File: config.mk
export PLATFORM = sky130hd
export DESIGN_NAME = uart_rx_line_status
export DESIGN_NICKNAME = d
export VERILOG_FILES = /design/src/rtl/uart_rls_pkg.sv /design/src/rtl/rls_fifo.sv /design/src/rtl/rls_status.sv /design/src/rtl/uart_rx_line_status.sv
export SDC_FILE = /design/constraint.sdc
export NUM_CORES = 1
export LEC_CHECK = 0
export ABC_AREA = 1
export CORE_MARGIN = 2
export CORE_UTILIZATION = 57
export DETAILED_ROUTE_END_ITERATION = 10
export DONT_BUFFER_PORTS = 1
export PLACE_DENSITY = 0.75
export SYNTH_ARGS = -nofsm -noshare
export SYNTH_HDL_FRONTEND = slang
export SYNTH_SLANG_ARGS = --single-unit
File: constraint.sdc
create_clock -name clk -period 2.2 [get_ports clk]
set_input_delay 0 -clock clk [delete_from_list [all_inputs] [get_ports clk]]
set_output_delay 0 -clock clk [all_outputs]
set_load 0.05 [all_outputs]
File: src/rtl/uart_rls_pkg.sv
package uart_rls_pkg;
   typedef struct packed {
      logic brk;
      logic frm;
      logic par;
   } rx_err_t;

   localparam int ERR_W  = $bits(rx_err_t);
   localparam int STAT_W = 8;
   localparam int BIT_DR = 0;
   localparam int BIT_OV = 1;
   localparam int BIT_PE = 2;
endpackage

File: src/rtl/rls_fifo.sv
module rls_fifo #(
   parameter int DEPTH = 16,
   parameter int WIDTH = 11
) (
   input  logic             clk,
   input  logic             rst_n,
   input  logic             push,
   input  logic             pop,
   input  logic [WIDTH-1:0] wdata,
   output logic [WIDTH-1:0] rdata,
   output logic             empty,
   output logic             full,
   output logic             pop_ok
);
   localparam int AW = (DEPTH > 1) ? $clog2(DEPTH) : 1;
   localparam int CW = $clog2(DEPTH + 1);

   logic [WIDTH-1:0] mem [DEPTH];
   logic [AW-1:0]    wr_ptr, rd_ptr, wr_nxt, rd_nxt;
   logic [CW-1:0]    level;
   logic             push_ok;

   initial begin : param_chk
      if (DEPTH < 2)  $fatal(1, "rls_fifo: DEPTH must be at least 2");
      if (WIDTH < 1)  $fatal(1, "rls_fifo: WIDTH must be positive");
   end

   assign empty   = (level == '0);
   assign full    = (level == CW'(DEPTH));
   assign push_ok = push && !full;
   assign pop_ok  = pop && !empty;
   assign rdata   = mem[rd_ptr];

   generate
      if ((DEPTH & (DEPTH - 1)) == 0) begin : g_pow2
         assign wr_nxt = wr_ptr + 1'b1;
         assign rd_nxt = rd_ptr + 1'b1;
      end else begin : g_wrap
         assign wr_nxt = (wr_ptr == AW'(DEPTH - 1)) ? '0 : wr_ptr + 1'b1;
         assign rd_nxt = (rd_ptr == AW'(DEPTH - 1)) ? '0 : rd_ptr + 1'b1;
      end

      for (genvar i = 0; i < DEPTH; i++) begin : g_slot
         always_ff @(posedge clk) begin
            if (push_ok && (wr_ptr == AW'(i))) mem[i] <= wdata;
         end
      end
   endgenerate

   always_ff @(posedge clk or negedge rst_n) begin
      if (!rst_n) begin
         wr_ptr <= '0;
         rd_ptr <= '0;
         level  <= '0;
      end else begin
         if (push_ok) wr_ptr <= wr_nxt;
         if (pop_ok)  rd_ptr <= rd_nxt;
         case ({push_ok, pop_ok})
            2'b10:   level <= level + 1'b1;
            2'b01:   level <= level - 1'b1;
            default: level <= level;
         endcase
      end
   end
endmodule

File: src/rtl/rls_status.sv
module rls_status
   import uart_rls_pkg::*;
(
   input  logic    clk,
   input  logic    rst_n,
   input  logic    head_valid,
   input  rx_err_t head_tag,
   input  logic    head_pop,
   input  logic    ovr_evt,
   input  logic    clr_rd,
   output rx_err_t err_q,
   output logic    ovr_q
);
   logic    seen_q;
   logic    arrive;
   rx_err_t err_base;

   assign arrive   = head_valid && !seen_q;
   assign err_base = clr_rd ? rx_err_t'('0) : err_q;

   always_ff @(posedge clk or negedge rst_n) begin
      if (!rst_n) begin
         seen_q <= 1'b0;
         err_q  <= '0;
         ovr_q  <= 1'b0;
      end else begin
         if (head_pop)    seen_q <= 1'b0;
         else if (arrive) seen_q <= 1'b1;
         err_q <= err_base | (arrive ? head_tag : rx_err_t'('0));
         ovr_q <= (ovr_q && !clr_rd) || ovr_evt;
      end
   end
endmodule

File: src/rtl/uart_rx_line_status.sv
module uart_rx_line_status
   import uart_rls_pkg::*;
#(
   parameter int DEPTH  = 16,
   parameter int DATA_W = 8
) (
   input  logic              clk,
   input  logic              rst_n,
   input  logic              rx_done,
   input  logic [DATA_W-1:0] rx_data,
   input  logic              rx_brk,
   input  logic              rx_frm,
   input  logic              rx_par,
   input  logic              rx_pop,
   output logic [DATA_W-1:0] rx_head,
   input  logic              lsr_rd,
   input  logic              lsr_wr,
   input  logic              rls_ie,
   output logic [STAT_W-1:0] lsr,
   output logic              rls_irq
);
   localparam int WORD_W = DATA_W + ERR_W;

   logic [WORD_W-1:0] in_word, head_word;
   logic              fifo_empty, fifo_full, pop_ok;
   rx_err_t           in_tag, head_tag, err_q;
   logic              ovr_q;

   initial begin : param_chk
      if (DATA_W < 5 || DATA_W > 9) $fatal(1, "uart_rx_line_status: DATA_W out of range");
   end

   assign in_tag  = '{brk: rx_brk, frm: rx_frm, par: rx_par};
   assign in_word = {in_tag, rx_data};

   rls_fifo #(.DEPTH(DEPTH), .WIDTH(WORD_W)) u_fifo (
      .clk    (clk),
      .rst_n  (rst_n),
      .push   (rx_done),
      .pop    (rx_pop),
      .wdata  (in_word),
      .rdata  (head_word),
      .empty  (fifo_empty),
      .full   (fifo_full),
      .pop_ok (pop_ok)
   );

   assign head_tag = rx_err_t'(head_word[WORD_W-1:DATA_W]);
   assign rx_head  = head_word[DATA_W-1:0];

   rls_status u_status (
      .clk        (clk),
      .rst_n      (rst_n),
      .head_valid (!fifo_empty),
      .head_tag   (head_tag),
      .head_pop   (pop_ok),
      .ovr_evt    (rx_done && fifo_full),
      .clr_rd     (lsr_rd),
      .err_q      (err_q),
      .ovr_q      (ovr_q)
   );

   always_comb begin
      lsr          = '0;
      lsr[BIT_DR]  = !fifo_empty;
      lsr[BIT_OV]  = ovr_q;
      lsr[BIT_PE+2:BIT_PE] = {err_q.brk, err_q.frm, err_q.par};
   end

   assign rls_irq = rls_ie && (ovr_q || (|err_q));
endmodule

==> results of run 1 <==
## final cells by class
type	instances	area share [%]
clock buffer	17	4.37
clock inverter	15	2.34
inverter	63	2.58
multi-input combinational	428	23.3
sequential	194	58.9
tap	184	2.36
timing repair buffer	49	6.01
timing repair inverter	1	0.0900
## Yosys cell counts
master | n | area, sq um
a21boi_0 | 1 | 7.51
a21oi_1 | 1 | 5.00
buf_1 | 2 | 7.51
buf_2 | 13 | 65.1
buf_4 | 13 | 97.6
buf_6 | 3 | 33.8
clkbuf_1 | 12 | 45.0
clkbuf_2 | 1 | 5.00
conb_1 | 1 | 3.75
dfrtp_1 | 18 | 450
edfxtp_1 | 176 | 5290
ha_1 | 8 | 100
inv_1 | 62 | 233
inv_4 | 1 | 6.26
nand2_1 | 127 | 477
nand2_2 | 1 | 6.26
nand2_4 | 1 | 11.3
nand3_1 | 58 | 290
nand3b_1 | 2 | 15.0
nor2_1 | 97 | 364
nor3_1 | 17 | 85.1
nor4_4 | 1 | 21.3
o211ai_1 | 32 | 240
o21ai_0 | 71 | 355
xnor2_1 | 4 | 35.0
xor2_1 | 4 | 35.0
## registers in the layout, summed over array words and instances, names as in the netlist
name and cells:
u_fifo.mem 176, u_fifo.wr_ptr 4, u_status.ovr_q 1, u_fifo.level 5
u_fifo.rd_ptr 4, u_status.err_q 3, u_status.seen_q 1
## stage by stage
stage                     instances  instance area (sq um)
after floorplan                 729                   8330
after global placement          895                   8720
after detailed placement        895                   8720
after CTS                       944                   9560
after global routing            951                   9740
final                           951                   9740
## worst min path at each step
stage | start | to | slack, ps
global route | rst_n | u_status.err_q[2] | 160
CTS | rst_n | u_fifo.wr_ptr[1] | 110
detailed placement | rst_n | u_status.err_q[2] | -290
floorplan | rst_n | u_fifo.level[0] | -300
finish | rst_n | u_status.err_q[2] | 90
global placement | rst_n | u_status.err_q[1] | -290
## critical path, delay by kind of cell (launching register included)
| family | cells | cell delay [ps] |
|---|---|---|
| simple gates | 9 | 930 |
| flops | 1 | 400 |
| xor+xnor | 1 | 210 |
| buf+inv | 4 | 380 |
| fa+ha+maj | 1 | 180 |
## placed cells by master (no fill, tap or decap), drive strengths merged
master       count
edfxtp         176
clkinv           3
o21ai           71
bufinv           5
dlygate4sd3     16
buf             33
ha               8
nand2          129
nor2            97
conb             3
inv             67
o211ai          32
nor3            17
xor2             4
xnor2            4
clkbuf          17
dfrtp           18
a21oi            1
nor4             1
nand3b           2
nand3           58
clkinvlp         4
a21boi           1
## where the power goes
| part | internal [mW] | switching (mW) | total [mW] |
|---|---|---|---|
| clock network | 2.03 | 1.36 | 3.39 |
| registers | 4.45 | 0.369 | 4.82 |
| logic | 2.00 | 3.61 | 5.61 |
## logic make-up (layout without fill, tap and decap cells)
| kind of cell | Yosys count | count (layout) | share of synthesized area [%] |
|---|---|---|---|
| AO/OA/AOI/OAI | 105 | 105 | 7.34 |
| buffers and inverters | 107 | 145 | 5.95 |
| XOR/XNOR | 8 | 8 | 0.846 |
| AND/OR/NAND/NOR | 304 | 304 | 15.3 |
| adder cells (fa/ha/maj) | 8 | 8 | 1.21 |
| other | 1 | 3 | 0.0453 |
| flip-flops | 194 | 194 | 69.3 |
## layer usage
metal | vias up | part of all wire [%] | GRT usage [%]
li1 | 2561 | - | -
met5 | - | 0 | 0
met1 | 2662 | 38 | 30.3
met3 | 59 | 6.6 | 6.40
met4 | 0 | 3.7 | 11.5
met2 | 235 | 51 | 40.5
## timing repair
item                                    4_1_cts  5_1_grt
gates cloned                                  0        1
setup buffers                                 1        6
pin swaps                                     1       11
endpoints found under the setup margin       20       88
hold endpoints to repair                    207        0
hold buffers                                 16        0
resized for setup                             5       24
==> key figures, run 1 <==
Run status
  – Run status: finished with violations
  – Failing checks: negative setup slack

Drt
  – Routed WL per cell: 19.3 um
  – First-pass DRT Iterations: 5
  – Vias: 5517
  – Via density: 5.80
  – Final Routed Wirelength: 18300 um
  – DRT antenna net count: 0
  – DRC Markers: 0
  – Starting DRT DRC Count: 625

Setup path
  – Worst path cell trace: nor4_4, nand2_2, nand2_4, inv_4, ha_4, buf_6, buf_4, xnor2_1, inv_1, nand2_1, nand2_1, nand2_1, nand2_1, nand2_1, nand2_1
  – Setup Crit Path Kind: reg -> reg
  – R2R Path End: u_fifo.level[4]
  – Most used cell along the critical path: nand2_1
  – Worst Setup End Kind: flop
  – Critical path origin: u_fifo.level[1]
  – Critical Path Start Type: flop
  – Critical Path AT: 2560 ps
  – Worst reg-to-reg setup slack: -20 ps
  – CP required: 2530 ps
  – Slowest cell delay on critical path: 400 ps
  – Critical-path top delay cell: dfrtp_1
  – R2r startpoint: u_fifo.level[1]
  – Worst-case reg-to-reg path depth: 15
  – CP max FO: 5
  – Critical Path Sink: u_fifo.level[4]

Logic synthesis
  – Synth warnings: 0
  – Sequential share of the synthesized area: 69.3%
  – Netlist Area Pre-Place: 8280 sq um
  – Synthesized area per cell: 11.4 sq um
  – Cell variety after synth: 26
  – Yosys reg bits: 194
  – Synth Instances: 727

Finish
  – Reg area: 5740 sq um
  – Layout cells sized above 1: 12.8%
  – Multi-input gate area: 2270 sq um
  – Nets: 780
  – Diode count: 0
  – Fillers: 937
  – Util after Layout: 67.8%
  – Area Growth Syn to Fin: 17.6%

Floorplan
  – Site Rows: 44
  – Die Width: 125 um
  – Io pins: 35
  – Die Y: 125 um
  – Initial Util: 57.6%
  – Die area: 15500 sq um
  – Std-Cell Core Area: 14400 sq um

Placement
  – Pre-CTS WS: 13.9 ps
  – Post-detail-place hpwl: 11000 um
  – Gpl congestion: 0.893
  – Port-buffer cells: 0

Clocking
  – CTS Buf Count: 17
  – CTS sink count: 194
  – Maximum root-to-sink buffer count: 2
  – Later-pin clock latency in the skew report: 440 ps
  – TritonCTS clock tree: yes
  – Clk root buf: clkbuf_16
  – CTS H-tree lvls: 4
  – Reg clk slew, reported paths: 70 ps

Power
  – PnR Total Power: 13.8 mW
  – Leakage: 3.65 nW
  – Pwr per Cell Area: 1420 nW/um^2
  – Worst VDD drop: 0.713 mV

Timing
  – F_max: 0.450 GHz
  – Post-layout worst setup margin: -23.0 ps
  – Final min period: 2220 ps
  – Slew headroom: 35.4%
  – Fin Setup TNS: -23.0 ps
  – Clk_skew: 6.10 ps
  – Hold Slack: 93.5 ps
  – Final setup viols: 1
  – Worst-Margin Slew: 964 ps
  – Hold Violations, Final: 0
  – Pins Over Slew Limit: 0
  – Fin crit share: 101%
  – RSZ-0062 raised after global routing: true

Global route
  – Remaining Overflow, GRT: 0
  – Initial antenna violation count: 0
  – First-pass GRT wire length: 28900 um
  – Largest net degree at the start of global routing: 68
  – GR Util All Layers: 24.5%
  – Vias in the first global route: 5577

Job
  – Max Cap Violations: 0

Min path
  – Worst hold path class: in -> async
Power figures use the tool's default switching activity.
==> run 2: changes to the inputs <==
- CORE_MARGIN: 2 -> unset
- SETUP_SLACK_MARGIN: unset -> 0.1
==> key figures, run 2 (synthesis results as in run 1) <==
Run status
  – Run status: finished with violations
  – Failing checks: negative setup slack

Global route
  – Initial antenna violation count: 1 (+1)
  – GR Util All Layers: 27.6% (+3.1 points)
  – Remaining Overflow, GRT: 0 (unchanged)
  – Vias in the first global route: 5642 (+1.2%)
  – Largest net degree at the start of global routing: 47 (-31%)
  – First-pass GRT wire length: 29900 um (+3.2%)

Clocking
  – TritonCTS clock tree: yes
  – Maximum root-to-sink buffer count: 2 (unchanged)
  – CTS sink count: 194 (unchanged)
  – CTS H-tree lvls: 4 (unchanged)
  – Clk root buf: clkbuf_16
  – Later-pin clock latency in the skew report: 440 ps (about the same)
  – Reg clk slew, reported paths: 70 ps (about the same)
  – CTS Buf Count: 17 (unchanged)

Setup path
  – Most used cell along the critical path: nand2_1
  – Worst Setup End Kind: flop
  – CP max FO: 5 (unchanged)
  – Critical-path top delay cell: dfrtp_2
  – R2r startpoint: u_fifo.level[3]
  – Slowest cell delay on critical path: 430 ps (+30 ps)
  – Critical Path Start Type: flop
  – Setup Crit Path Kind: reg -> reg
  – Crit path max-delay family: simple AND/OR/NAND/NOR gates
  – CP required: 2540 ps (about the same)
  – Worst reg-to-reg setup slack: -20 ps (about the same)
  – Worst path cell trace: nor4_4, nand2_2, nand2_4, inv_4, ha_4, xor2_2, ha_2, a21oi_2, nor2_2, nand2_1, nand2_1, nand2_1, nand2_1, nand2_1, nand2_1
  – Critical path origin: u_fifo.level[3]
  – Critical Path AT: 2560 ps (about the same)
  – Buf/Inv on CP: 1 (-3)

Finish
  – Layout cells sized above 1: 15.8% (+3.0 points)
  – Max FFs per register: 176 (unchanged)
  – Finished Layout Cells: 972 (+2.2%)
  – Most frequent cells in the layout: 176 x edfxtp_1, 121 x nand2_1, 96 x nor2_1, 65 x o21ai_0, 60 x inv_1
  – Top Registers: u_fifo.mem: 176 flops, u_fifo.level: 5 flops
  – Nets: 804 (+3.1%)
  – Area Growth Syn to Fin: 20.2%
  – Fillers: 875 (-6.6%)
  – Commonest non-fill, non-tap cell in the layout: edfxtp_1
  – Top register by number of flip-flops: u_fifo.mem

Timing
  – Pins Over Slew Limit: 0 (unchanged)
  – Slew headroom: 30.0% (-5.4 points)
  – Worst-Margin Slew: 1040 ps (+80.3 ps)
  – Final min period: 2220 ps (-2.05 ps)
  – Post-layout worst setup margin: -20.9 ps (+2.05 ps)
  – F_max: 0.450 GHz (about the same)
  – Fin crit share: 101% (about the same)
  – Clk_skew: 10.5 ps (+4.37 ps)
  – Hold Slack: 105 ps (+11.5 ps)
  – Final setup viols: 1 (unchanged)
  – Hold Violations, Final: 0 (unchanged)
  – RSZ-0062 raised after global routing: true

Placement
  – Post-detail-place hpwl: 11000 um (+0.77%)
  – Gpl congestion: 0.855 (-4.3%)
  – Dpl cells: 898 (+0.34%)
  – Pre-CTS WS: -61.6 ps (-75.5 ps)
  – Port-buffer cells: 0 (unchanged)

Drt
  – DRT antenna net count: 0 (unchanged)
  – Routed WL per cell: 21.3 um (+11%)
  – DR top layer: met4
  – Routed wl met2: 10400 um (+11%)
  – Final Routed Wirelength: 20700 um (+13%)
  – First-pass DRT Iterations: 5 (unchanged)
  – Vias: 5865 (+6.3%)
  – DRC Markers: 0 (unchanged)
  – Starting DRT DRC Count: 915 (+46%)
  – Wire length on met3: 1830 um (+51%)
  – Metal-1 WL: 8070 um (+15%)
  – Via density: 6.03 (+4.0%)

Job
  – Max Cap Violations: 0 (unchanged)

Power
  – Clk pwr share: 21.8% (-2.7 points)
  – Reg power frac: 34.1% (-0.8 points)
  – Gate power share: 44.1% (+3.5 points)
  – PnR Total Power: 14.1 mW (+2.3%)
  – Sw power: 5.59 mW (+4.6%)
  – Leakage: 3.78 nW (+3.6%)
  – Worst VDD drop: 0.798 mV (+12%)
  – Internal Power: 8.56 mW (+0.87%)
  – Sw frac: 39.5% (+0.86 points)
  – Pwr per Cell Area: 1420 nW/um^2 (about the same)

Floorplan
  – Site Rows: 43 (-2.3%)
  – Die area: 15000 sq um (-3.2%)
  – Die Width: 123 um (-1.6%)
  – Die Y: 123 um (-1.6%)
  – Io pins: 35 (unchanged)
  – Std-Cell Core Area: 14000 sq um (-2.3%)
  – Initial Util: 59.0% (+1.3 points)

Min path
  – Hold path start: rx_done
  – Worst hold path class: in -> reg
==> run 2: cell types whose count changed in the layout (fill, tap and decap cells not counted), moves of 4 or more <==
| cell | delta |
|---|---|
| clkbuf_16 | +4 |
| o21ai_1 | +5 |
| o21ai_0 | -4 |
| clkinv_4 | +4 |
| buf_4 | +17 |
==> run 2: worst paths after layout <==
path                                    end  cells after the start
min reg2reg                 u_status.seen_q                      2
min in group asynchronous   u_status.seen_q                      1
max                         u_fifo.level[4]                     15
max reg2reg                 u_fifo.level[4]                     15
min                        u_fifo.wr_ptr[1]                      5
max in group asynchronous  u_fifo.rd_ptr[0]                      1
==> run 2: worst min-delay path, cell delays in order <==
cell and delay (ps):
nand2_2 70, buf_12 190, inv_1 120, nand2_1 60
nand2_1 60
==> run 2: layer usage <==
| layer | vias up | global-route usage (%) |
|---|---|---|
| li1 | 2612 | - |
| met1 | 2888 | 36.0 |
| met2 | 335 | 44.6 |
| met3 | 30 | 5.90 |
| met4 | 0 | 12.4 |
| met5 | - | 0 |
==> run 2: through the flow <==
step | util, % | setup TNS (ps) | area [sq um]
2_1_floorplan | - | -44.8 | 8330
3_3_place_gp | 62.5 | 0 | 8770
3_5_place_dp | 62.5 | -61.6 | 8770
4_1_cts | 68.8 | 0 | 9670
5_1_grt | 70.9 | -267 | 9950
6_report | 70.9 | -20.9 | 9950
==> run 2: power groups by stage <==
stage	registers [mW]	logic (mW)	clock network (mW)
6_report	4.83	6.24	3.08
5_1_grt	4.85	6.68	3.23
4_1_cts	4.81	5.57	3.08
3_5_place_dp	4.87	5.17	0
3_3_place_gp	4.85	5.03	0
2_1_floorplan	4.79	3.40	0
==> run 2: timing repair <==
item                                    CTS  global route
setup buffers                             7            11
endpoints found under the hold margin   207             0
endpoints found under the setup margin   75           102
hold buffers                             17             0
cloned                                    2             4
gates resized for setup                  12            23
pin swaps                                 7            10
==> run 2: area by class of cell <==
cell class	count	area, sq um	area share, %
sequential	194	5740	57.7
multi-input combinational	428	2250	22.6
timing repair buffer	73	892	8.96
clock buffer	18	429	4.31
inverter	63	250	2.51
tap	180	225	2.26
clock inverter	14	158	1.58
timing repair inverter	1	6.26	0.0628
antenna	1	2.50	0.0251
==> run 3: changes to the inputs <==
--- a/config.mk
+++ b/config.mk
@@ -10,4 +10,5 @@
 export DETAILED_ROUTE_END_ITERATION = 10
 export DONT_BUFFER_PORTS = 1
+export GPL_ROUTABILITY_DRIVEN = 0
 export PLACE_DENSITY = 0.75
 export SETUP_SLACK_MARGIN = 0.1
==> constraint.sdc (replaced) <==
create_clock -name clk -period 2.2 [get_ports clk]
set_input_delay 0 -clock clk [delete_from_list [all_inputs] [get_ports clk]]
set_output_delay 0 -clock clk [all_outputs]
set_load 0.005 [all_outputs]
==> key figures, run 3 (synthesis results as in run 1) <==
Clocking
  – CTS sink count: 194 (unchanged)
  – Maximum root-to-sink buffer count: 2 (unchanged)
  – CTS Buf Count: 17 (unchanged)
  – CTS H-tree lvls: 4 (unchanged)
  – TritonCTS clock tree: yes
  – Later-pin clock latency in the skew report: 440 ps (about the same)
  – Reg clk slew, reported paths: 70 ps (about the same)
  – Clk root buf: clkbuf_16

Finish
  – Max FFs per register: 176 (unchanged)
  – Layout cells sized above 1: 12.0% (-3.8 points)
  – Most frequent cells in the layout: 176 x edfxtp_1, 126 x nand2_1, 96 x nor2_1, 71 x o21ai_0, 61 x inv_1
  – Area Growth Syn to Fin: 15.0%
  – Design Area, Final: 9520 sq um (-4.4%)
  – Fillers: 969 (+11%)
  – Top register by number of flip-flops: u_fifo.mem
  – Commonest non-fill, non-tap cell in the layout: edfxtp_1
  – Top Registers: u_fifo.mem: 176 flops, u_fifo.level: 5 flops
  – Nets: 777 (-3.4%)

Setup path
  – Critical Path Start Type: flop
  – Worst Setup End Kind: flop
  – Most used cell along the critical path: nand2_1
  – R2r startpoint: u_fifo.level[3]
  – Worst path cell trace: nor4_4, nand2_2, nand2_4, inv_4, ha_4, xor2_2, ha_2, a21oi_2, nor2_2, nand2_1, nand2_1, nand2_1, nand2_1, nand2_1, nand2_1
  – Buf/Inv on CP: 1 (unchanged)
  – Setup Crit Path Kind: reg -> reg
  – Crit path max-delay family: simple AND/OR/NAND/NOR gates
  – Worst reg-to-reg setup slack: 50 ps (+70 ps)
  – CP max FO: 3 (-2)
  – Critical-path top delay cell: dfrtp_2
  – Critical Path AT: 2490 ps (-70 ps)
  – Critical path origin: u_fifo.level[3]
  – CP required: 2540 ps (about the same)
  – Slowest cell delay on critical path: 430 ps (about the same)

Floorplan
  – Die area: 15000 sq um (unchanged)
  – Std-Cell Core Area: 14000 sq um (unchanged)
  – Die Y: 123 um (unchanged)
  – Die Width: 123 um (unchanged)
  – Io pins: 35 (unchanged)
  – Site Rows: 43 (unchanged)
  – Initial Util: 59.0% (unchanged)

Drt
  – Starting DRT DRC Count: 806 (-12%)
  – DRC Markers: 0 (unchanged)
  – Final Routed Wirelength: 19000 um (-8.4%)
  – Vias: 5579 (-4.9%)
  – DRT antenna net count: 0 (unchanged)
  – Via density: 5.90 (-2.2%)
  – First-pass DRT Iterations: 5 (unchanged)
  – Routed WL per cell: 20.1 um (-5.8%)

Global route
  – Largest net degree at the start of global routing: 64 (+36%)
  – First-pass GRT wire length: 29100 um (-2.6%)
  – Vias in the first global route: 5418 (-4.0%)
  – Initial antenna violation count: 1 (unchanged)
  – GR Util All Layers: 27.0% (-0.56 points)
  – Remaining Overflow, GRT: 0 (unchanged)

Min path
  – Worst hold path class: in -> reg
  – Hold path start: rx_pop

Power
  – Reg power frac: 38.6% (+4.5 points)
  – Worst VDD drop: 0.677 mV (-15%)
  – Sw power: 4.36 mW (-22%)
  – Sw frac: 35.8% (-3.7 points)
  – Internal Power: 7.80 mW (-8.8%)
  – Clk pwr share: 27.5% (+5.7 points)
  – Gate power share: 33.9% (-10 points)
  – PnR Total Power: 12.2 mW (-14%)
  – Pwr per Cell Area: 1280 nW/um^2 (-10%)
  – Leakage: 3.57 nW (-5.5%)

Placement
  – Port-buffer cells: 0 (unchanged)
  – Post-detail-place hpwl: 10900 um (-1.3%)
  – Post-DP Area: 8600 sq um (-2.0%)

Timing
  – Final min period: 2150 ps (-66.7 ps)
  – Fin crit share: 97.9% (-3.0 points)
  – Worst-Margin Slew: 867 ps (-176 ps)
  – RSZ-0062 raised after global routing: true
  – F_max: 0.464 GHz (+3.1%)
  – Clk_skew: 9.88 ps (-0.595 ps)
  – Hold Violations, Final: 0 (unchanged)
  – Pins Over Slew Limit: 0 (unchanged)
  – Slew headroom: 42.0% (+12 points)
  – Final setup viols: 0 (-1)
  – Hold Slack: 1.58 ps (-103 ps)

Job
  – Max Cap Violations: 0 (unchanged)

Run status
  – Run status: completed
## run 3: final timing paths
check	endpoint	cells after the start
worst max-delay path	u_fifo.level[4]	15
worst min-delay path	u_fifo.level[0]	4
worst max register to register	u_fifo.level[4]	15
worst min register to register	u_status.seen_q	2
max in group asynchronous	u_fifo.level[3]	1
min in group asynchronous	u_fifo.rd_ptr[2]	1
## run 3: power by group through the flow
stage	sequential, mW	combinational [mW]	clock (mW)
after global routing	4.74	4.55	3.52
after global placement	4.74	3.66	0
after detailed placement	4.77	3.79	0
after floorplan	4.70	2.78	0
final	4.70	4.12	3.34
after CTS	4.69	4.02	3.35
## run 3: per-layer routing
| metal | vias up | GRT usage, % | wire [um] |
|---|---|---|---|
| met4 | 0 | 12.0 | 470 |
| met5 | - | 0 | 0 |
| met3 | 32 | 5.44 | 1310 |
| met2 | 229 | 42.9 | 9420 |
| li1 | 2543 | - | - |
| met1 | 2775 | 36.2 | 7750 |
## run 3: worst min-delay path: cells and delay by family
kind	cells	cell delay [ps]
XOR/XNOR	1	80
adder cells (fa/ha/maj)	1	230
buffers and inverters	1	60
AND/OR/NAND/NOR	1	30
## run 3: metrics by stage
step                      setup TNS, ps  utilization, %  std cells  setup WS [ps]
after floorplan                   -44.8               -        729          -44.8
after global placement                0            61.2        890           46.0
after detailed placement          -20.0            61.2        890          -20.0
after CTS                             0            67.5        942           43.6
after global routing               -224            67.8        944           -128
final                                 0            67.8        945           45.8
## run 3: repair_timing
action                     4_1_cts  5_1_grt
hold endpoints to repair       206        0
pin swaps                        6        8
hold buffers                    17        0
setup buffers                    3        2
setup endpoints to repair       83       22
gates resized for setup          8        7
## run 3: final cells by class
| class | count | area [sq um] | share of cell area, % |
|---|---|---|---|
| multi-input combinational | 428 | 2220 | 23.4 |
| sequential | 194 | 5740 | 60.3 |
| antenna | 1 | 2.50 | 0.0263 |
| clock inverter | 15 | 214 | 2.25 |
| tap | 180 | 225 | 2.37 |
| inverter | 63 | 241 | 2.54 |
| timing repair buffer | 47 | 448 | 4.71 |
| clock buffer | 17 | 425 | 4.47 |
